==> config.mk <==
export PLATFORM = sky130hd
export DESIGN_NAME = sync_event_gen
export DESIGN_NICKNAME = d
export VERILOG_FILES = /design/src/rtl/sync_gen_pkg.sv /design/src/rtl/sync_gen_ctrl_reg.sv /design/src/rtl/sync_gen_sync2.sv /design/src/rtl/sync_gen_edge.sv /design/src/rtl/sync_gen_oneshot.sv /design/src/rtl/sync_event_gen.sv
export SDC_FILE = /design/constraint.sdc
export NUM_CORES = 1
export LEC_CHECK = 0
export BUFFER_PORTS_ARGS = -buffer_cell sky130_fd_sc_hd__buf_2
export CAP_MARGIN = 20
export CELL_PAD_IN_SITES_DETAIL_PLACEMENT = 1
export CELL_PAD_IN_SITES_GLOBAL_PLACEMENT = 1
export CORE_ASPECT_RATIO = 0.9
export CORE_MARGIN = 5
export CORE_UTILIZATION = 44
export CTS_BUF_LIST = sky130_fd_sc_hd__clkbuf_4 sky130_fd_sc_hd__clkbuf_8
export CTS_CLUSTER_DIAMETER = 200
export DETAILED_ROUTE_END_ITERATION = 7
export GPL_TIMING_DRIVEN = 0
export MAX_ROUTING_LAYER = met4
export PLACE_DENSITY_LB_ADDON = 0.1
export SYNTH_ARGS = -nofsm -noshare
export SYNTH_HDL_FRONTEND = slang
export SYNTH_SLANG_ARGS = --single-unit
==> constraint.sdc <==
create_clock -name clk -period 2.9 [get_ports clk]
set_input_delay 0.145 -clock clk [delete_from_list [all_inputs] [get_ports clk]]
set_output_delay 0.145 -clock clk [all_outputs]
set_load 0.01 [all_outputs]
==> src/rtl/sync_gen_pkg.sv <==
// Shared types for the SYNC event generator.
// Assumes the control word layout is fixed by software and must not move.
package sync_gen_pkg;

    typedef enum logic [1:0] {
        MODE_OFF        = 2'd0,
        MODE_DIRECT     = 2'd1,
        MODE_PULSER_PIN = 2'd2,
        MODE_PULSER_WR  = 2'd3
    } sync_mode_e;

    typedef struct packed {
        logic       sysref_clr;
        logic       oneshot_en;
        logic       pin_inv;
        logic       sync_en;
        logic       hold_pll2;
        logic       hold_pll1;
        sync_mode_e mode;
    } ctrl_t;

    localparam logic [7:0] CTRL_RESET = 8'h91;

endpackage

==> src/rtl/sync_gen_ctrl_reg.sv <==
// Control word storage.
// Loads on a write enable and returns to the reset word on a synchronous reset.
// Assumes the write data is already in the reference clock domain.
module sync_gen_ctrl_reg
    import sync_gen_pkg::*;
#(
    parameter int          WIDTH    = 8,
    parameter logic [7:0]  RST_WORD = CTRL_RESET
) (
    input  logic             clk,
    input  logic             rst_n,
    input  logic             we,
    input  logic [WIDTH-1:0] wdata,
    output ctrl_t            cfg
);

    logic [WIDTH-1:0] word_q;

    // Hold the control word; a write replaces it whole.
    always_ff @(posedge clk) begin
        if (!rst_n)  word_q <= RST_WORD;
        else if (we) word_q <= wdata;
    end

    assign cfg = ctrl_t'(word_q);


    wr_store_chk: assert property (@(posedge clk) disable iff (!rst_n)
        $past(we) && $past(rst_n) |-> word_q == $past(wdata));

endmodule

==> src/rtl/sync_gen_sync2.sv <==
// Multi-bit synchronizer built from independent flop chains.
// Each bit is treated as its own asynchronous level; bits are not coherent.
module sync_gen_sync2 #(
    parameter int WIDTH  = 3,
    parameter int STAGES = 2
) (
    input  logic             clk,
    input  logic             rst_n,
    input  logic [WIDTH-1:0] async_in,
    output logic [WIDTH-1:0] sync_out
);

    logic [WIDTH-1:0] chain_q [STAGES];

    // Shift every bit through the flop chain.
    always_ff @(posedge clk) begin
        if (!rst_n) begin
            for (int s = 0; s < STAGES; s++) chain_q[s] <= '0;
        end else begin
            chain_q[0] <= async_in;
            for (int s = 1; s < STAGES; s++) chain_q[s] <= chain_q[s-1];
        end
    end

    assign sync_out = chain_q[STAGES-1];

endmodule

==> src/rtl/sync_gen_edge.sv <==
// Rising-edge detector on a synchronous level.
// Assumes the input is already in the clock domain.
module sync_gen_edge (
    input  logic clk,
    input  logic rst_n,
    input  logic level,
    output logic rise
);

    logic prev_q;

    // Remember the last level so that a low-to-high step can be seen.
    always_ff @(posedge clk) begin
        if (!rst_n) prev_q <= 1'b0;
        else        prev_q <= level;
    end

    assign rise = level & ~prev_q;

endmodule

==> src/rtl/sync_gen_oneshot.sv <==
// Fixed-length hold timer.
// A load starts or restarts a hold of HOLD_CYC cycles.
// Assumes HOLD_CYC is at least 1.
module sync_gen_oneshot #(
    parameter int HOLD_CYC = 4
) (
    input  logic clk,
    input  logic rst_n,
    input  logic load,
    output logic active
);

    localparam int CNT_W = $clog2(HOLD_CYC + 1);
    localparam logic [CNT_W-1:0] LOAD_VAL = CNT_W'(HOLD_CYC);

    logic [CNT_W-1:0] cnt_q;

    // Count the remaining hold cycles down to zero.
    always_ff @(posedge clk) begin
        if (!rst_n)            cnt_q <= '0;
        else if (load)         cnt_q <= LOAD_VAL;
        else if (cnt_q != '0)  cnt_q <= cnt_q - 1'b1;
    end

    assign active = (cnt_q != '0);


    load_starts_chk: assert property (@(posedge clk) disable iff (!rst_n)
        load |=> active);


    hold_len_chk: assert property (@(posedge clk) disable iff (!rst_n)
        $fell(active) |-> $past(cnt_q) == CNT_W'(1));

endmodule

==> src/rtl/sync_event_gen.sv <==
// SYNC event generator top.
// Qualifies the pin and both lock flags, then routes each request either to
// the divider hold output (mode 1) or to a one-cycle pulser trigger (modes 2, 3).
// Assumes pulse_cnt_wr and the control write are synchronous to clk.
module sync_event_gen
    import sync_gen_pkg::*;
#(
    parameter int HOLD_CYC    = 4,
    parameter int SYNC_STAGES = 2
) (
    input  logic       clk,
    input  logic       rst_n,
    input  logic       sync_pin,
    input  logic       pll1_lock,
    input  logic       pll2_lock,
    input  logic       pulse_cnt_wr,
    input  logic       ctrl_we,
    input  logic [7:0] ctrl_wdata,
    output logic       sync_hold,
    output logic       pulser_trig
    ,
    output logic       sysref_clr
);

    localparam int N_ASYNC = 3;

    ctrl_t              cfg;
    logic [N_ASYNC-1:0] async_s;
    logic               pin_s, lk1_s, lk2_s;
    logic               pin_qual, pin_rise;
    logic               lock_req, lock_rise;
    logic               os_active, level_req, direct_req;
    logic               trig_next;

    sync_gen_ctrl_reg #(.WIDTH(8), .RST_WORD(CTRL_RESET)) u_ctrl (
        .clk(clk), .rst_n(rst_n), .we(ctrl_we), .wdata(ctrl_wdata), .cfg(cfg)
    );

    sync_gen_sync2 #(.WIDTH(N_ASYNC), .STAGES(SYNC_STAGES)) u_sync (
        .clk(clk), .rst_n(rst_n),
        .async_in({pll2_lock, pll1_lock, sync_pin}),
        .sync_out(async_s)
    );

    assign {lk2_s, lk1_s, pin_s} = async_s;

    // Polarity is applied ahead of every other use of the pin.
    assign pin_qual = pin_s ^ cfg.pin_inv;
    assign lock_req = (cfg.hold_pll1 & ~lk1_s) | (cfg.hold_pll2 & ~lk2_s);

    sync_gen_edge u_pin_edge  (.clk(clk), .rst_n(rst_n), .level(pin_qual), .rise(pin_rise));
    sync_gen_edge u_lock_edge (.clk(clk), .rst_n(rst_n), .level(lock_req), .rise(lock_rise));

    sync_gen_oneshot #(.HOLD_CYC(HOLD_CYC)) u_oneshot (
        .clk(clk), .rst_n(rst_n),
        .load(cfg.oneshot_en & pin_rise),
        .active(os_active)
    );

    assign level_req  = ~cfg.oneshot_en & pin_qual;
    assign direct_req = level_req | os_active | lock_req;
    assign sync_hold  = cfg.sync_en & (cfg.mode == MODE_DIRECT) & direct_req;

    // Select the pulser trigger source by mode.
    always_comb begin
        unique case (cfg.mode)
            MODE_PULSER_PIN: trig_next = pin_rise | lock_rise;
            MODE_PULSER_WR:  trig_next = pulse_cnt_wr;
            default:         trig_next = 1'b0;
        endcase
        trig_next = trig_next & cfg.sync_en;
    end

    // Register the trigger so that it is a clean single-cycle pulse.
    always_ff @(posedge clk) begin
        if (!rst_n) pulser_trig <= 1'b0;
        else        pulser_trig <= trig_next;
    end

    assign sysref_clr = cfg.sysref_clr;


    trig_needs_en_chk: assert property (@(posedge clk) disable iff (!rst_n)
        pulser_trig && $past(rst_n) |-> $past(cfg.sync_en));


    trig_mode_chk: assert property (@(posedge clk) disable iff (!rst_n)
        pulser_trig && $past(rst_n) |-> $past(cfg.mode) inside {MODE_PULSER_PIN, MODE_PULSER_WR});


    wr_trig_chk: assert property (@(posedge clk) disable iff (!rst_n)
        cfg.sync_en && cfg.mode == MODE_PULSER_WR && pulse_cnt_wr && !ctrl_we |=> pulser_trig);

endmodule

==> results.txt <==
The die covers 0.002714 mm2. Number of nets with antenna violations after detailed routing: 0. The number of antenna diodes in the final layout is 0.

The clock slew at the register clock pins of the worst setup and hold paths came out at 110 ps. Worst-path maximum fanout: 6. The finished layout holds 119 standard cells, fillers aside.

For the number of buffers added to fix hold violations after cts, the log shows 0. Number of buffers on the longest clock path: 2. Before antenna repair, the detailed router went through 2 iterations. Peak per-stage delay on the critical path: 340 ps. TritonCTS built the clock tree. For the global-route usage over all layers, the log shows 0.1228. The cell that appears most often on the critical path is sky130_fd_sc_hd__ha_1.

The run gives 0.5476 as the final cell utilization of the core. Traced cell by cell, the critical path runs through inv_1 -> ha_1 -> ha_1 -> o2111ai_1 -> and4b_1 -> buf_2. The cell sitting at the root of the clock tree is a sky130_fd_sc_hd__clkbuf_4. The floorplan has 14 rows. Element type at the critical path start: a flip-flop. The summed instance area of the synthesized netlist is 779.5 um2.

Including well taps, the total number of placed cells is 115. Max-cap violations in this run came to 0. For the finished layout, the period the worst path requires is 1797 ps.

The startpoint-to-endpoint class of the critical path is flip-flop to output port. In this run the static leakage power is 0.4261 nW. Ranked by total cell area, the synthesized netlist is headed by sky130_fd_sc_hd__dfxtp_1, sky130_fd_sc_hd__mux2i_1, sky130_fd_sc_hd__and2_1. The path class of the tightest hold or removal check is primary input to flip-flop. Setup violations remaining at the end of the flow were counted as 0. During I/O placement, the number of pins put on the boundary was 18. The tools report the count of cell types in the netlist as 24. Hold timing on the final database bottoms out at a slack of 47.17 ps. The headroom to the max-slew limit came out at 0.7610. The hold violation total from the final report was 0; the transition time at the pin with the least slew margin was 358.5 ps. Summed over all layers, the routed wires come to 1396 um. Counting the buffers created by CTS gives 3. Gates resized during post-CTS repair numbered 0. The die outline height was 49.93 um.

The run gives 2346 um as the global-route wire length before repair. The final cycle utilization of the critical path came out at 0.6198. Summed over all layers, the global routing overflow is 0. Counting every net in the synthesized netlist gives 94.

At the later pin of the worst-skew pair, clock insertion delay measures 290 ps. Summed over all instances, the cell type with the most area after synthesis is sky130_fd_sc_hd__dfxtp_1. In the synthesized netlist, the number of instances is 76. Register area share after synthesis: 0.5136.

Sort of element at the end of the critical path: an output port. Entering global routing, the biggest net connects 12 pins. The total core area is 0.001682 mm2, and the count of pins over their slew limit is 0. The largest individual stage delay along the critical path comes from the cell sky130_fd_sc_hd__dfxtp_1. The average routed wire per standard cell was 11.73 um; the highest attainable clock frequency was 0.5564 GHz. The tools report the required time of the critical path as 2760 ps. Number of warning messages in the yosys log: 0. Counting every sink on the clock net gives 20.

A synthesized cell averages 10.26 um2. The number of global-route vias before repair was 553. After detailed routing, the number of vias per cell comes to 4.748.

Clock skew on the completed layout was measured at 1.032 ps. For the initial core utilization, the log shows 0.4635. The number of setup buffers added after CTS was 0. Overall power consumption after layout is estimated at 0.0006185 W. Yosys instantiated no cell more often than sky130_fd_sc_hd__dfxtp_1. The layout net count came out at 114. The share of flip-flops with an asynchronous set or reset works out to 0.

Number of H-tree branching levels: 1. Yosys mapped a number of flops with a built-in enable equal to 0. The global placement routability congestion came out at 0.6855. The number of remaining DRC errors was 0. During placement, the flow inserted port buffers numbering 15.

The layout cell share with drive strength beyond 1 came out at 0.2421. The die width was 54.37 um; the register bit total from synthesis was 20. The worst-case IR drop observed on VDD is 0.3958 mV. Setup repair after global routing left no endpoint under its margin.

The tools report the setup total negative slack as 0 ps. From synthesis to final layout, the design area changed by 18.14%. The arrival time of the worst setup path was 1650 ps; the via total after detailed routing was 565. The prevailing post-synth register cell was sky130_fd_sc_hd__dfxtp_1. Number of antenna violations at the first check in global routing: 0. The area share of the largest cell type after synthesis was 0.5136; the power density over the cells was 671.7 mW/mm2. By count the netlist is led by sky130_fd_sc_hd__dfxtp_1, sky130_fd_sc_hd__mux2i_1, sky130_fd_sc_hd__and2_1, sky130_fd_sc_hd__inv_1. The detailed router finished its first iteration with 2 violations. The flow ran to the end, and the final reports show no timing, DRC or antenna violations.
cell type report:
| type | count | area (um2) |
|---|---|---|
| buffer | 3 | 13.76 |
| clock buffer | 4 | 36.28 |
| fill | 204 | 760.7 |
| inverter | 6 | 22.52 |
| multi-input combinational | 47 | 342.8 |
| sequential | 20 | 400.4 |
| tap | 24 | 30.03 |
| timing repair buffer | 15 | 75.07 |
flip-flops by register name (all words and copies together), names as in the netlist:
name	count
u_ctrl.cfg	8
u_sync.chain_q	6
u_oneshot.cnt_q	3
pulser_trig	1
u_lock_edge.prev_q	1
u_pin_edge.prev_q	1
cells in the final DEF (no fill, tap or decap), types with 2 or more instances in the layout:
cell type and instances:
sky130_fd_sc_hd__a21oi_1 4, sky130_fd_sc_hd__and2_1 6, sky130_fd_sc_hd__nor2_1 5, sky130_fd_sc_hd__nor2b_1 5, sky130_fd_sc_hd__buf_2 16, sky130_fd_sc_hd__nand2b_1 2, sky130_fd_sc_hd__dfxtp_1 20, sky130_fd_sc_hd__clkbuf_4 3
sky130_fd_sc_hd__mux2i_1 8, sky130_fd_sc_hd__ha_1 3, sky130_fd_sc_hd__nand2_1 3, sky130_fd_sc_hd__inv_1 6
per-layer routing:
layer | wire (um) | up-vias | share of wire | GRT usage
met5 | 0 | - | 0 | -
met2 | 640 | 14 | 0.46 | 0.1833
met4 | 10 | 0 | 0.0072 | 0.04979
met1 | 660 | 262 | 0.47 | 0.1520
met3 | 84 | 2 | 0.060 | 0.03614
li1 | - | 287 | - | -
report_power, final:
| part | total (W) | leakage [nW] | switching [W] | internal [W] |
|---|---|---|---|---|
| sequential | 0.000316 | 0.165 | 0.0000141 | 0.000302 |
| clock | 0.000159 | 0.0210 | 0.0000830 | 0.0000765 |
| combinational | 0.000143 | 0.240 | 0.0000750 | 0.0000680 |
metrics by stage:
stage	worst slack (ps)	instance area, um2
CTS	1066	920.9
finish	1103	920.9
floorplan	1622	779.5
global route	953.2	920.9
global placement	1445	884.6
detailed placement	1432	884.6
logic make-up after synthesis:
kind of cell | synth area share
compound gates | 0.07706
buf+inv | 0.04653
xor+xnor | 0.03211
simple gates | 0.1798
fa+ha+maj | 0.04816
flops | 0.5136
mux | 0.1027
worst paths after layout:
path	startpoint	to	slack (ps)	cells after the start
hold / removal	sync_pin	u_sync.chain_q[0][0]$_SDFF_PN0_	50	2
setup / recovery	u_oneshot.cnt_q[0]$_SDFFE_PP0P_	sync_hold	1100	6
setup reg to reg	u_oneshot.cnt_q[0]$_SDFFE_PP0P_	u_oneshot.cnt_q[2]$_SDFFE_PN0P_	1580	6
hold reg to reg	u_sync.chain_q[0][2]$_SDFF_PN0_	u_sync.chain_q[0][5]$_SDFF_PN0_	450	1
worst max-delay path, delay by kind of cell, from the launching register on:
kind            cells  cell delay (ps)
simple gates        1              230
fa+ha+maj           2              450
buf+inv             2              190
flops               1              340
compound gates      1              150
Power figures use the tool's default switching activity.
